[src/rtl/hz_pkg.sv]
package hz_pkg;

    localparam int REG_W = 5;

    typedef logic [REG_W-1:0] reg_idx_t;

    localparam reg_idx_t ZERO_REG = '1;

    typedef enum logic [1:0] {
        SRC_RF  = 2'b00,
        SRC_ALU = 2'b01,
        SRC_MEM = 2'b10,
        SRC_WB  = 2'b11
    } src_sel_e;

    typedef struct packed {
        logic     valid;
        logic     we;
        logic     is_load;
        reg_idx_t dst;
    } stage_tag_t;

    localparam stage_tag_t EMPTY_TAG = '0;

    function automatic logic tag_hits(stage_tag_t t, reg_idx_t r);
        return t.valid && t.we && (t.dst != ZERO_REG) && (t.dst == r);
    endfunction

endpackage

[src/rtl/hz_stage_pipe.sv]
module hz_stage_pipe
    import hz_pkg::*;
#(
    parameter int NUM_STAGES = 3
) (
    input  logic                        clk,
    input  logic                        rst,
    input  logic                        stall,
    input  stage_tag_t                  rf_tag,
    output stage_tag_t [NUM_STAGES-1:0] tags,
    output logic                        bubble
);

    // Youngest record: new instruction, or injected bubble on a stall
    always_ff @(posedge clk) begin
        if (rst) begin
            tags[0] <= EMPTY_TAG;
            bubble  <= 1'b0;
        end else begin
            tags[0] <= stall ? EMPTY_TAG : rf_tag;
            bubble  <= stall;
        end
    end

    // Older records always advance
    for (genvar s = 1; s < NUM_STAGES; s++) begin : g_shift
        always_ff @(posedge clk) begin
            if (rst) tags[s] <= EMPTY_TAG;
            else     tags[s] <= tags[s-1];
        end
    end

endmodule

[src/rtl/hz_operand_sel.sv]
module hz_operand_sel
    import hz_pkg::*;
#(
    parameter int NUM_STAGES    = 3,
    parameter int LOAD_READY_IX = 1
) (
    input  reg_idx_t                    src,
    input  logic                        used,
    input  stage_tag_t [NUM_STAGES-1:0] tags,
    output src_sel_e                    sel,
    output logic                        wait_req
);

    localparam int SEL_W = $bits(src_sel_e);

    logic [NUM_STAGES-1:0] hit;

    for (genvar s = 0; s < NUM_STAGES; s++) begin : g_cmp
        assign hit[s] = used && tag_hits(tags[s], src);
    end

    // Scan from oldest to youngest so the youngest hit is written last
    always_comb begin
        sel      = SRC_RF;
        wait_req = 1'b0;
        for (int s = NUM_STAGES - 1; s >= 0; s--) begin
            if (hit[s]) begin
                sel      = src_sel_e'(SEL_W'(s + 1));
                wait_req = tags[s].is_load && (s < LOAD_READY_IX);
            end
        end
    end

endmodule

[src/rtl/hz_bypass_unit.sv]
module hz_bypass_unit
    import hz_pkg::*;
#(
    parameter int NUM_STAGES   = 3,
    parameter bit LOAD_FWD_MEM = 1'b1
) (
    input  logic       clk,
    input  logic       rst,
    input  logic       rf_valid,
    input  logic [4:0] rf_ra,
    input  logic [4:0] rf_rb,
    input  logic       rf_rb_used,
    input  logic [4:0] rf_dst,
    input  logic       rf_we,
    input  logic       rf_is_load,
    output logic [1:0] sel_a,
    output logic [1:0] sel_b,
    output logic       stall,
    output logic       alu_bubble
);

    localparam int NUM_OPS       = 2;
    localparam int LOAD_READY_IX = LOAD_FWD_MEM ? 1 : 2;

    stage_tag_t                  rf_tag;
    stage_tag_t [NUM_STAGES-1:0] tags;
    reg_idx_t   [NUM_OPS-1:0]    op_src;
    logic       [NUM_OPS-1:0]    op_used;
    src_sel_e   [NUM_OPS-1:0]    op_sel;
    logic       [NUM_OPS-1:0]    op_wait;

    assign rf_tag = '{valid: rf_valid, we: rf_we, is_load: rf_is_load, dst: rf_dst};

    assign op_src[0]  = rf_ra;
    assign op_src[1]  = rf_rb;
    assign op_used[0] = rf_valid;
    assign op_used[1] = rf_valid && rf_rb_used;

    hz_stage_pipe #(.NUM_STAGES(NUM_STAGES)) u_pipe (
        .clk    (clk),
        .rst    (rst),
        .stall  (stall),
        .rf_tag (rf_tag),
        .tags   (tags),
        .bubble (alu_bubble)
    );

    for (genvar k = 0; k < NUM_OPS; k++) begin : g_op
        hz_operand_sel #(
            .NUM_STAGES    (NUM_STAGES),
            .LOAD_READY_IX (LOAD_READY_IX)
        ) u_sel (
            .src      (op_src[k]),
            .used     (op_used[k]),
            .tags     (tags),
            .sel      (op_sel[k]),
            .wait_req (op_wait[k])
        );
    end

    assign sel_a = op_sel[0];
    assign sel_b = op_sel[1];
    assign stall = |op_wait;

endmodule

[config.mk]
export PLATFORM = sky130hd
export DESIGN_NAME = hz_bypass_unit
export DESIGN_NICKNAME = d
export VERILOG_FILES = /design/src/rtl/hz_pkg.sv /design/src/rtl/hz_stage_pipe.sv /design/src/rtl/hz_operand_sel.sv /design/src/rtl/hz_bypass_unit.sv
export SDC_FILE = /design/constraint.sdc
export NUM_CORES = 1
export LEC_CHECK = 0
export BUFFER_PORTS_ARGS = -buffer_cell sky130_fd_sc_hd__buf_4
export CAP_MARGIN = 20
export CORE_MARGIN = 3
export CORE_UTILIZATION = 41
export CTS_CLUSTER_DIAMETER = 30
export DETAILED_ROUTE_END_ITERATION = 7
export SLEW_MARGIN = 20
export SYNTH_ARGS = -nofsm -noshare
export SYNTH_HDL_FRONTEND = slang
export SYNTH_SLANG_ARGS = --single-unit
[constraint.sdc]
create_clock -name clk -period 3.9 [get_ports clk]
set_clock_uncertainty 0.1 [all_clocks]
set_input_delay 0 -clock clk [delete_from_list [all_inputs] [get_ports clk]]
set_output_delay 0 -clock clk [all_outputs]
set_load 0.05 [all_outputs]
**Word level (Yosys, flattened, before mapping)**

Index checks and enable logic that the tools add are counted.

- Flip-flop bits (word level): 23
- Latch bits: 0
- Memory bits (writable): 0
- Bits in read-only memories: 0
- Input port bits: 21
- Output and inout port bits: 6
- Word-level logic and storage cells: 49
- Memories: 0

- Add/subtract/negate cells: 0
- Multipliers: 0
- Divide/modulo/power cells: 0
- Magnitude comparators: 0
- Equal/unequal tests: 9
- Shift operators: 0
- Muxes and demuxes: 8
- Bitwise gates (word level): 0
- Reductions and logical operators: 21

Operators with widths:

| cell | number |
|---|---|
| $eq 5x5->1 | 6 |
| $logic_and 1x1->1 | 19 |
| $ne 5x5->1 const B | 3 |
| $mux 2 | 6 |
| $reduce_or 3->1 | 1 |
| $mux 1 | 2 |
| $reduce_or 2->1 | 1 |

**Logic depth before layout (Yosys ltp)**

Gate-level depths: netlist of run 1.

- Depth after elaboration: 7
- Mapped depth: 6

**Hierarchy**

Synthesis of run 1 repeated with hierarchy kept, for this count alone.

- Cell total of the unflattened synthesis: 125
- Area total of the unflattened synthesis: 1256.2 µm²

Modules (own cells, without submodules):

| module | instances | cells an instance | area an instance (µm²) |
|---|---|---|---|
| hz_stage_pipe | 1 | 53 | 735.7 |
| hz_operand_sel | 2 | 35 | 254.0 |
| hz_bypass_unit | 1 | 2 | 12.5 |

**Worst setup path before layout of run 1**

OpenSTA, ideal clock, no wires.

- Path type: reg2out
- From: register, netlist name u_pipe.tags[12]
- To: output sel_a[1]
- Arrival time: 1.678 ns
- Required time: 3.800 ns
- Slack: 2.122 ns
- Cell stages (with the launch flop): 5
- Buffers on the path: 0
- Cells stage by stage: dfxtp_1 -> xor2_1 -> nor4_1 -> nand4_1 -> a22oi_1

- Word-level cells in the longest chain between the ends: 6
- Elaborated cells between the ends (all ways): 7
- Classes of those cells: 2 x eq/ne; 2 x mux; 3 x reduce/logical

Ends and longest elaborated chain:

| element | RTL line | source |
|---|---|---|
| $ne 5x5->1 | hz_pkg.sv:26 | `return t.valid && t.we && (t.dst != ZERO_REG) && (t.dst == r);` |
| $logic_and 1x1->1 | hz_pkg.sv:26 |  |
| $logic_and 1x1->1 * | hz_pkg.sv:26 |  |
| $logic_and 1x1->1 * | hz_operand_sel.sv:19 | `assign hit[s] = used && tag_hits(tags[s], src);` |
| $mux 2 * (2 in a row) | hz_operand_sel.sv:27 | `if (hit[s]) begin` |
| to (decl) | hz_bypass_unit.sv:16 | `output logic [1:0] sel_a,` |

Mark *: on every way between the ends. The rest lies on a longest branch, timed or not.

**Worst setup path after layout of run 1**

- From: register, netlist name u_pipe.tags[0]
- To: register, netlist name u_pipe.tags[7]

- Word-level cells in the longest chain between the ends: 6
- Elaborated cells between the ends (all ways): 11
- Classes of those cells: 3 x eq/ne; 2 x mux; 6 x reduce/logical

Ends and longest elaborated chain:

| element | RTL line |
|---|---|
| $ne 5x5->1 | hz_pkg.sv:26 |
| $logic_and 1x1->1 (2 in a row) | hz_pkg.sv:26 |
| $logic_and 1x1->1 | hz_operand_sel.sv:19 |
| $mux 1 | hz_operand_sel.sv:27 |
| $reduce_or 3->1 (no source line) * | -- |

Marked as above.
A chain may end at the register's enable or synchronous reset.

==> results of run 1 <==
[metal layers]
metal	GRT usage, %	vias to the layer above	part of all wire, %
met4	5.960	0	0.86
met5	0	-	0
met1	20.27	405	46
met2	27.43	22	49
li1	-	463	-
met3	1.974	2	4.3
[kinds of logic after synthesis]
group	count (synthesis)	share of synthesized area, %
simple gates	46	28.57
xor+xnor	30	23.44
flops	23	41.07
compound gates	8	5.245
buf+inv	3	1.673
[sequential cells by signal, summed over array words and instances, names as in the netlist]
name           count
u_pipe.bubble      1
u_pipe.tags       22
[placed cells by master (no fill, tap or decap), types with 2 or more instances in the layout]
cell,instances
buf_4,26
xor2_1,23
dfxtp_1,23
dlygate4sd3_1,17
nor2b_1,16
nor3b_2,8
xnor2_1,7
nor4_1,5
and3_1,4
nand2_1,4
a31oi_1,3
nand4_1,3
clkbuf_4,3
nor2_1,2
nand3_1,2
a21o_1,2
a22oi_1,2
[through the flow]
stage                     worst slack (ps)  instances  hold WS, ps
final                                 1435        184        373.7
after global routing                  1235        184        388.3
after CTS                             1425        184        376.8
after detailed placement              1935        163        145.1
after global placement                1980        163        137.7
after floorplan                       2122        110       -28.39
[critical path, delay by kind of cell (launching register included)]
| kind | cells | cell delay [ps] |
|---|---|---|
| xor+xnor | 1 | 140 |
| flops | 1 | 440 |
| compound gates | 1 | 510 |
| buf+inv | 1 | 570 |
| simple gates | 3 | 600 |
[power by group through the flow]
stage          Sequential [mW]  Combinational [mW]  Clock, mW
2_1_floorplan            0.256              0.0331          0
3_3_place_gp             0.258              0.0599          0
3_5_place_dp             0.258              0.0607          0
4_1_cts                  0.253              0.0739      0.116
5_1_grt                  0.254              0.0812      0.125
6_report                 0.253              0.0741      0.109
[final cells by class]
type | count | area, um^2 | share of cell area (%)
multi-input combinational | 84 | 641.9 | 41.81
timing repair buffer | 43 | 365.4 | 23.80
clock inverter | 1 | 7.507 | 0.4890
tap | 30 | 37.54 | 2.445
sequential | 23 | 460.4 | 29.99
clock buffer | 3 | 22.52 | 1.467
[path summary, 6_finish.rpt]
check                         end  slack, ps
hold reg to reg   u_pipe.tags[23]        370
setup reg to reg   u_pipe.tags[7]       1430
hold / removal    u_pipe.tags[23]        370
setup / recovery   u_pipe.tags[7]       1430
==> flow_summary.json, run 1 <==
{
  "yosysTopAreaCellShare_pct": 41.07,
  "placed_area_mm2": 0.001335,
  "die_area_mm2": 0.003398,
  "grt_pass1_vias": 911,
  "vias": 892,
  "cellLeakagePower_nw": 0.7293,
  "period_needed_ps": 2465,
  "nets": 176,
  "synth_area_mm2": 0.001121,
  "rsz0062_at_grt": "no",
  "worstSetupPathType": "reg2reg",
  "grt_pass1_wl_um": 4077,
  "synth_edf_count": 0,
  "ios": 27,
  "drtIter0Drc": 15,
  "crit_path_start": "u_pipe.tags[0]",
  "yosysWarnings": 0,
  "finalPower_mw": 0.4359,
  "viasPerCell": 4.848,
  "initial_core_util_pct": 44.05,
  "place_congestion": 0.7657,
  "slew_headroom_pct": 65.05,
  "ctsHoldBuffers": 17,
  "swShare_pct": 24.64,
  "p_clk_share_pct": 25.0,
  "start_kind": "flop",
  "core_area_mm2": 0.002545,
  "die_x_um": 58.29,
  "max_stage_delay_ps": 570,
  "post_cts_buffers": 0,
  "hold_start": "u_pipe.tags[15]",
  "cts_resized": 0,
  "die_y_um": 58.29,
  "required_ps": 4000,
  "insertion_delay_ps": 300,
  "ir_drop_mv": 0.2200,
  "endpoint_kind": "flop",
  "ys_top_cells_by_count": "23 x dfxtp_1, 23 x xor2_1, 16 x nor2b_1",
  "syn_avg_cell_area_um2": 10.19,
  "holdCritPathClass": "reg2reg",
  "ys_top_cells_by_area": "dfxtp_1 41%, xor2_1 18%, nor2b_1 8.9%",
  "pwr-share-comb_pct": 17.0,
  "ys.flop_type": "dfxtp_1",
  "power_density_mw_per_mm2": 283.9,
  "ff2ff_path_depth": 6,
  "antenna_cells": 0,
  "status": "completed",
  "overflow": 0,
  "firstDrtPassIters": 4,
  "rr_startpoint": "u_pipe.tags[0]",
  "crit_arrival_ps": 2570,
  "hold_depth": 1,
  "grt_usage_pct": 15.94,
  "syn_nets": 131,
  "yosysTopAreaCell": "dfxtp_1",
  "setup_violations": 0,
  "ys_async_sr_fraction_pct": 0,
  "synth_cells": 110,
  "fmax_ghz": 0.4056,
  "path_max_fanout": 10,
  "htreeDepth": 1,
  "dp_hpwl_um": 1875,
  "ys_ff_latch": 23,
  "antenna_left": 0,
  "cts_root_buf": "clkbuf_4",
  "num_rows": 18,
  "min_period_over_period_pct": 63.21,
  "wl_um": 2456,
  "drc": 0,
  "synth_cell_types": 20,
  "cts.clk_slew.worst_paths_ps": 120,
  "numCtsBuffers": 3,
  "slowest_stage": "dlygate4sd3_1",
  "intPower_mw": 0.3285,
  "cts.path.max_buffers": 2,
  "setup_tns_ps": 0,
  "utilization_pct": 60.32,
  "cap_violations": 0,
  "tightestPinTransition_ps": 521.8,
  "drive_gt1_share_pct": 24.68,
  "path_cells": "xnor2_1 -> nand4_1 -> nor3_1 -> o211a_1 -> nor3b_2 -> dlygate4sd3_1",
  "route.detailed.wl_per_inst_um": 13.35,
  "cts.sinks": 23,
  "areaGrowthSynthToFinish_pct": 36.94,
  "io_buffer_count": 26,
  "fillers": 222,
  "yosysSeqAreaShare_pct": 41.07,
  "cts_tree": "done",
  "design_area_mm2": 0.001535,
  "timing.final.max_slew_violations": 0,
  "seq_power_share_pct": 58.0,
  "hold_violations": 0,
  "switching_power_mw": 0.1074,
  "antenna_found_initial": 0,
  "grt_max_degree": 24
}
(Power assumes the default switching activity.)
==> run 2, diff against run 1 <==
ABC_AREA = 1   (was unset)
PLACE_DENSITY = 0.66   (was unset)
clock period = 2.1 ns   (was 3.9 ns; I/O delays follow)
==> run 2 against run 1 <==
- final area increased by 0.49%
- utilization down 1.8 points
- worst hold slack got worse by 120 ps
- cell count grew 42%
- clock power increased by 88%
- area after synthesis up 7.0%
- sequential power up 84%
- critical endpoint is now stall
- largest cell class unchanged
==> flow_summary.json, run 2 <==
{
  "status": "completed",
  "largest_register_ffs": 22,
  "utilization_pct": 58.55,
  "worstSetupPathType": "in2out",
  "ir_drop_mv": 0.4602,
  "design_area_mm2": 0.001543,
  "cts_root_buf": "clkbuf_4",
  "wl_um": 3027,
  "switching_power_mw": 0.2221,
  "path_max_fanout": 4,
  "ys_top_cells_by_area": "dfxtp_1 38%, nand2_1 17%, inv_1 12%",
  "yosysSeqAreaShare_pct": 38.37,
  "setup_violations": 0,
  "cts.path.max_buffers": 2,
  "rsz0062_at_grt": "no",
  "post_cts_buffers": 0,
  "fmax_ghz": 0.5536,
  "firstDrtPassIters": 4,
  "ys_top_cells_by_count": "53 x nand2_1, 39 x inv_1, 39 x nor2_1",
  "cap_violations": 0,
  "ios": 27,
  "synth_cells": 195,
  "ys.flop_type": "dfxtp_1",
  "min_period_over_period_pct": 86.02,
  "largest_register": "u_pipe.tags",
  "fillers": 262,
  "synth_edf_count": 0,
  "yosysTopAreaCell": "dfxtp_1",
  "yosysTopAreaCellShare_pct": 38.37,
  "cellLeakagePower_nw": 0.8000,
  "grt_usage_pct": 18.78,
  "areaGrowthSynthToFinish_pct": 28.57,
  "num_rows": 18,
  "syn_nets": 216,
  "drive_gt1_share_pct": 13.79,
  "setup_ws_ps": 293.5,
  "multiInputGateArea_um2": 585.6,
  "final_common_cell": "nand2_1",
  "nets": 254,
  "grt_pass1_vias": 1205,
  "vias": 1265,
  "final_cell_mix": "53 x nand2_1, 39 x inv_1, 39 x nor2_1",
  "synth_cell_types": 16,
  "syn_avg_cell_area_um2": 6.153,
  "timing.final.max_slew_violations": 0,
  "crit_top_cell": "nand2_1",
  "initial_core_util_pct": 45.54,
  "die_y_um": 60.10,
  "io_buffer_count": 26,
  "hold_violations": 0,
  "grtUsageMet3_pct": 2.160,
  "power_density_mw_per_mm2": 528.1,
  "fin_hold_ws_ps": 252.2,
  "pwr-share-comb_pct": 17.6,
  "core_area_mm2": 0.002635,
  "p_clk_share_pct": 25.2,
  "viasPerCell": 4.828,
  "endpoint_kind": "output pin",
  "dp_hpwl_um": 2439,
  "holdCritPathClass": "in2reg",
  "slew_headroom_pct": 83.78,
  "cts.sinks": 23,
  "insertion_delay_ps": 310,
  "slowest_stage": "dlygate4sd3_1",
  "crit_buf_inv": 4,
  "antenna_found_initial": 0,
  "htreeDepth": 1,
  "period_needed_ps": 1806,
  "die_x_um": 60.10,
  "drtIter0Drc": 68,
  "die_area_mm2": 0.003611,
  "top_regs": "u_pipe.tags (22), u_pipe.bubble (1)",
  "yosysWarnings": 0,
  "cts.clk_slew.worst_paths_ps": 120,
  "intPower_mw": 0.5927,
  "crit_arrival_ps": 1710,
  "drc": 0,
  "synth_most_common_cell": "nand2_1",
  "numCtsBuffers": 3,
  "setup_tns_ps": 0,
  "grt_pass1_wl_um": 5085,
  "max_stage_delay_ps": 530,
  "antenna_left": 0,
  "route.detailed.wl_per_inst_um": 11.55,
  "seq_power_share_pct": 57.2,
  "grt_max_degree": 17,
  "use_met2_pct": 33.64,
  "path_cells": "dlygate4sd3_1 -> buf_4 -> nand2_1 -> a21oi_1 -> nand2_1 -> nor2_1 -> nand3_1 -> nand2_1 -> nand2_2 -> inv_1 -> buf_4",
  "critPathTopFamily": "buffers and inverters",
  "area.sequential_um2": 460.4,
  "start_kind": "primary input",
  "synth_area_mm2": 0.001200,
  "busiest_layer": "met2",
  "cts_tree": "done",
  "overflow": 0,
  "placed_area_mm2": 0.001425,
  "antenna_cells": 0,
  "tightestPinTransition_ps": 242.4,
  "place_congestion": 0.9131,
  "swShare_pct": 27.25,
  "dp_slack_ps": 661.8,
  "ys_async_sr_fraction_pct": 0,
  "required_ps": 2000,
  "ys_ff_latch": 23,
  "grt_use_met1_pct": 22.92
}
-- run 2: timing repair --
item / in CTS / in global routing
hold buffers: 9 / 0
gates resized for setup: 0 / 0
endpoints found under the hold margin: 23 / 0
-- run 2: metrics by stage --
stage	power (mW)	cells
floorplan	0.5458	195
global placement	0.6023	249
detailed placement	0.6047	249
CTS	0.8157	262
global route	0.8619	262
finish	0.8148	262
-- run 2: cell families (layout without fill, tap and decap cells) --
family	count (synthesis)	after routing	synth area share, %
simple gates	116	116	40.25
compound gates	9	9	4.170
buf+inv	41	78	12.83
xor+xnor	6	6	4.380
flops	23	23	38.37
-- run 2: area by class of cell --
class / instances / area share [%]
multi-input cells: 131 / 37.96
inverters: 39 / 9.489
clock inverters: 1 / 0.3244
clock buffers: 3 / 1.460
repair buffers: 35 / 18.49
flip-flops and latches: 23 / 29.85
well taps: 30 / 2.433
-- run 2: worst min-delay path, delay by kind of cell --
family	cells	cell delay, ps
AND/OR/NAND/NOR	7	510
buffers and inverters	1	110
-- run 2: final timing paths --
path	start	endpoint	slack (ps)	depth (start not counted)
min	rf_rb[2]	u_pipe.bubble	250	8
min reg2reg	u_pipe.tags[6]	u_pipe.tags[14]	340	2
max reg2reg	u_pipe.tags[0]	u_pipe.tags[3]	650	9
max	rf_valid	stall	290	11
-- run 2: metal layers --
metal  part of all wire (%)  routed length [um]
met1                     44                1347
met2                     48                1444
met3                    5.9                 180
met5                      0                   0
met4                    1.9                  56
-- run 2: power groups by stage --
stage                     combinational, mW  sequential [mW]  clock, mW
after floorplan                      0.0724            0.473          0
after global placement                0.126            0.476          0
after detailed placement              0.128            0.476          0
after CTS                             0.142            0.466      0.207
after global routing                  0.162            0.469      0.231
final                                 0.143            0.466      0.205
==> run 3, diff against run 2 <==
PLACE_DENSITY = unset   (was 0.66)
SETUP_SLACK_MARGIN = 0.3   (was unset)
clock period = 2 ns   (was 2.1 ns; I/O delays follow)
==> run 3 against run 2 <==
- global-route usage up 0.28 points
- register-to-register slack worse by 20 ps
- utilization increased by 3.4 points
- sequential share of layout area fell by 0.57 points
- sequential cell count stayed put
- worst hold slack worse by 62 ps
- highest routed layer unchanged
- via count down 1.1%
==> flow_summary.json, run 3 (synthesis results as in run 2) <==
{
  "insertion_delay_ps": 310,
  "io_buffer_count": 26,
  "path_max_fanout": 4,
  "core_area_mm2": 0.002635,
  "hold_violations": 0,
  "top_regs": "u_pipe.tags (22), u_pipe.bubble (1)",
  "crit_path_start": "rf_valid",
  "antenna_found_initial": 0,
  "r2r-end": "u_pipe.tags[1]",
  "cts.path.max_buffers": 2,
  "worstSetupPathType": "in2out",
  "firstDrtPassIters": 4,
  "cellLeakagePower_nw": 0.8096,
  "required_ps": 1900,
  "drtIter0Drc": 60,
  "final_cell_mix": "51 x nand2_1, 35 x inv_1, 34 x nor2_1",
  "numCtsBuffers": 3,
  "endpoint_kind": "output pin",
  "tightestPinTransition_ps": 213.5,
  "die_x_um": 60.10,
  "viasPerCell": 4.757,
  "vias": 1251,
  "path_cells": "dlygate4sd3_1 -> buf_4 -> nand2_1 -> a21oi_2 -> nand2_1 -> nor2_2 -> nand3_2 -> nand2_2 -> nand2_2 -> inv_2 -> buf_8",
  "grt_pass1_vias": 1172,
  "cts.sinks": 23,
  "drive_gt1_share_pct": 28.33,
  "setup_tns_ps": 0,
  "largest_register_ffs": 22,
  "max_stage_delay_ps": 530,
  "fmax_ghz": 0.5984,
  "status": "completed",
  "final_common_cell": "nand2_1",
  "holdCritPathClass": "in2reg",
  "largest_register": "u_pipe.tags",
  "crit_arrival_ps": 1570,
  "rsz0062_at_grt": "yes",
  "die_y_um": 60.10,
  "grt_pass1_wl_um": 5133,
  "grt_max_degree": 17,
  "cap_violations": 0,
  "crit_buf_inv": 4,
  "setup_violations": 0,
  "overflow": 0,
  "areaGrowthSynthToFinish_pct": 36.08,
  "die_area_mm2": 0.003611,
  "route.detailed.wl_per_inst_um": 11.68,
  "timing.final.max_slew_violations": 0,
  "ir_drop_mv": 0.4141,
  "slowest_stage": "dlygate4sd3_1",
  "drc": 0,
  "critPathTopFamily": "buffers and inverters",
  "rrSetupSlack_ps": 630,
  "cts_tree": "done",
  "endpoint": "stall",
  "antenna_left": 0,
  "period_needed_ps": 1671,
  "start_kind": "primary input",
  "htreeDepth": 1,
  "grt_usage_pct": 19.06,
  "dp_hpwl_um": 2403,
  "wl_um": 3073,
  "ios": 27,
  "nets": 255,
  "num_rows": 18,
  "cts_root_buf": "clkbuf_4",
  "rr_startpoint": "u_pipe.tags[4]",
  "ff2ff_path_depth": 10,
  "antenna_cells": 0,
  "min_period_over_period_pct": 83.55,
  "finalPower_mw": 0.8696,
  "stdcell_count": 263,
  "place_congestion": 0.8410,
  "initial_core_util_pct": 45.54,
  "slew_headroom_pct": 85.65,
  "cts.clk_slew.worst_paths_ps": 120,
  "placed_cells": 249,
  "path_depth": 11,
  "fillers": 262,
  "power_density_mw_per_mm2": 532.6
}
## run 3: cell count changes in the layout (fill, tap and decap cells not counted), moves of 3 or more
cell / delta
dfxtp_1: -14
nand3_2: +3
nor2_1: -5
nand3_1: -3
dfxtp_2: +14
nor2_2: +5
inv_2: +4
inv_1: -4
## run 3: where the power goes
group	switching (mW)	internal, mW
clock network	0.146	0.0749
registers	0.0147	0.479
logic	0.0825	0.0733
## run 3: area by class of cell
class | instances | area [um^2] | share of cell area [%]
Timing Repair Buffer | 36 | 304.0 | 18.62
Tap cell | 30 | 37.54 | 2.299
Clock inverter | 1 | 5.005 | 0.3065
Sequential cell | 23 | 478.0 | 29.27
Clock buffer | 3 | 22.52 | 1.379
Multi-Input combinational cell | 131 | 639.4 | 39.16
Inverter | 39 | 146.4 | 8.965
## run 3: layer usage
layer	track usage (%)	share of wire (%)	up-vias
met5	0	0	-
met4	4.747	1.6	0
met3	4.536	5.3	6
met2	31.64	46	35
met1	24.64	47	549
li1	-	-	661
## run 3: timing repair
action,4_1_cts,5_1_grt
hold buffers,9,0
endpoints found under the hold margin,23,0
setup buffers,0,1
setup endpoints to repair,4,5
gates cloned,0,0
pin swaps,0,10
gates resized for setup,7,29
## run 3: through the flow
step	utilization [%]	setup slack, ps	hold slack (ps)	cell area, um^2
after floorplan	-	394.8	12.22	1200
after global placement	54.08	593.1	112.6	1425
after detailed placement	54.08	571.7	120.7	1425
after CTS	59.12	264.0	217.0	1558
after global routing	61.97	212.7	220.6	1633
final	61.97	328.9	189.9	1633
## run 3: worst min-delay path by stage
stage                   start  slack [ps]              to  cells after the start
floorplan           rf_dst[0]          10  u_pipe.tags[0]                      2
global placement    rf_dst[4]         110  u_pipe.tags[4]                      3
detailed placement  rf_dst[0]         120  u_pipe.tags[0]                      3
CTS                  rf_rb[3]         220   u_pipe.bubble                      8
global route         rf_ra[1]         220   u_pipe.bubble                      8
finish               rf_ra[3]         190   u_pipe.bubble                      8
## run 3: worst min-delay path, cell delays in order
cell and delay, ps:
buf_4 120, a21oi_2 60, nand2_1 60, nor2_2 40
nand3_2 90, nand2_2 60, nand2_2 100, nor2_1 40
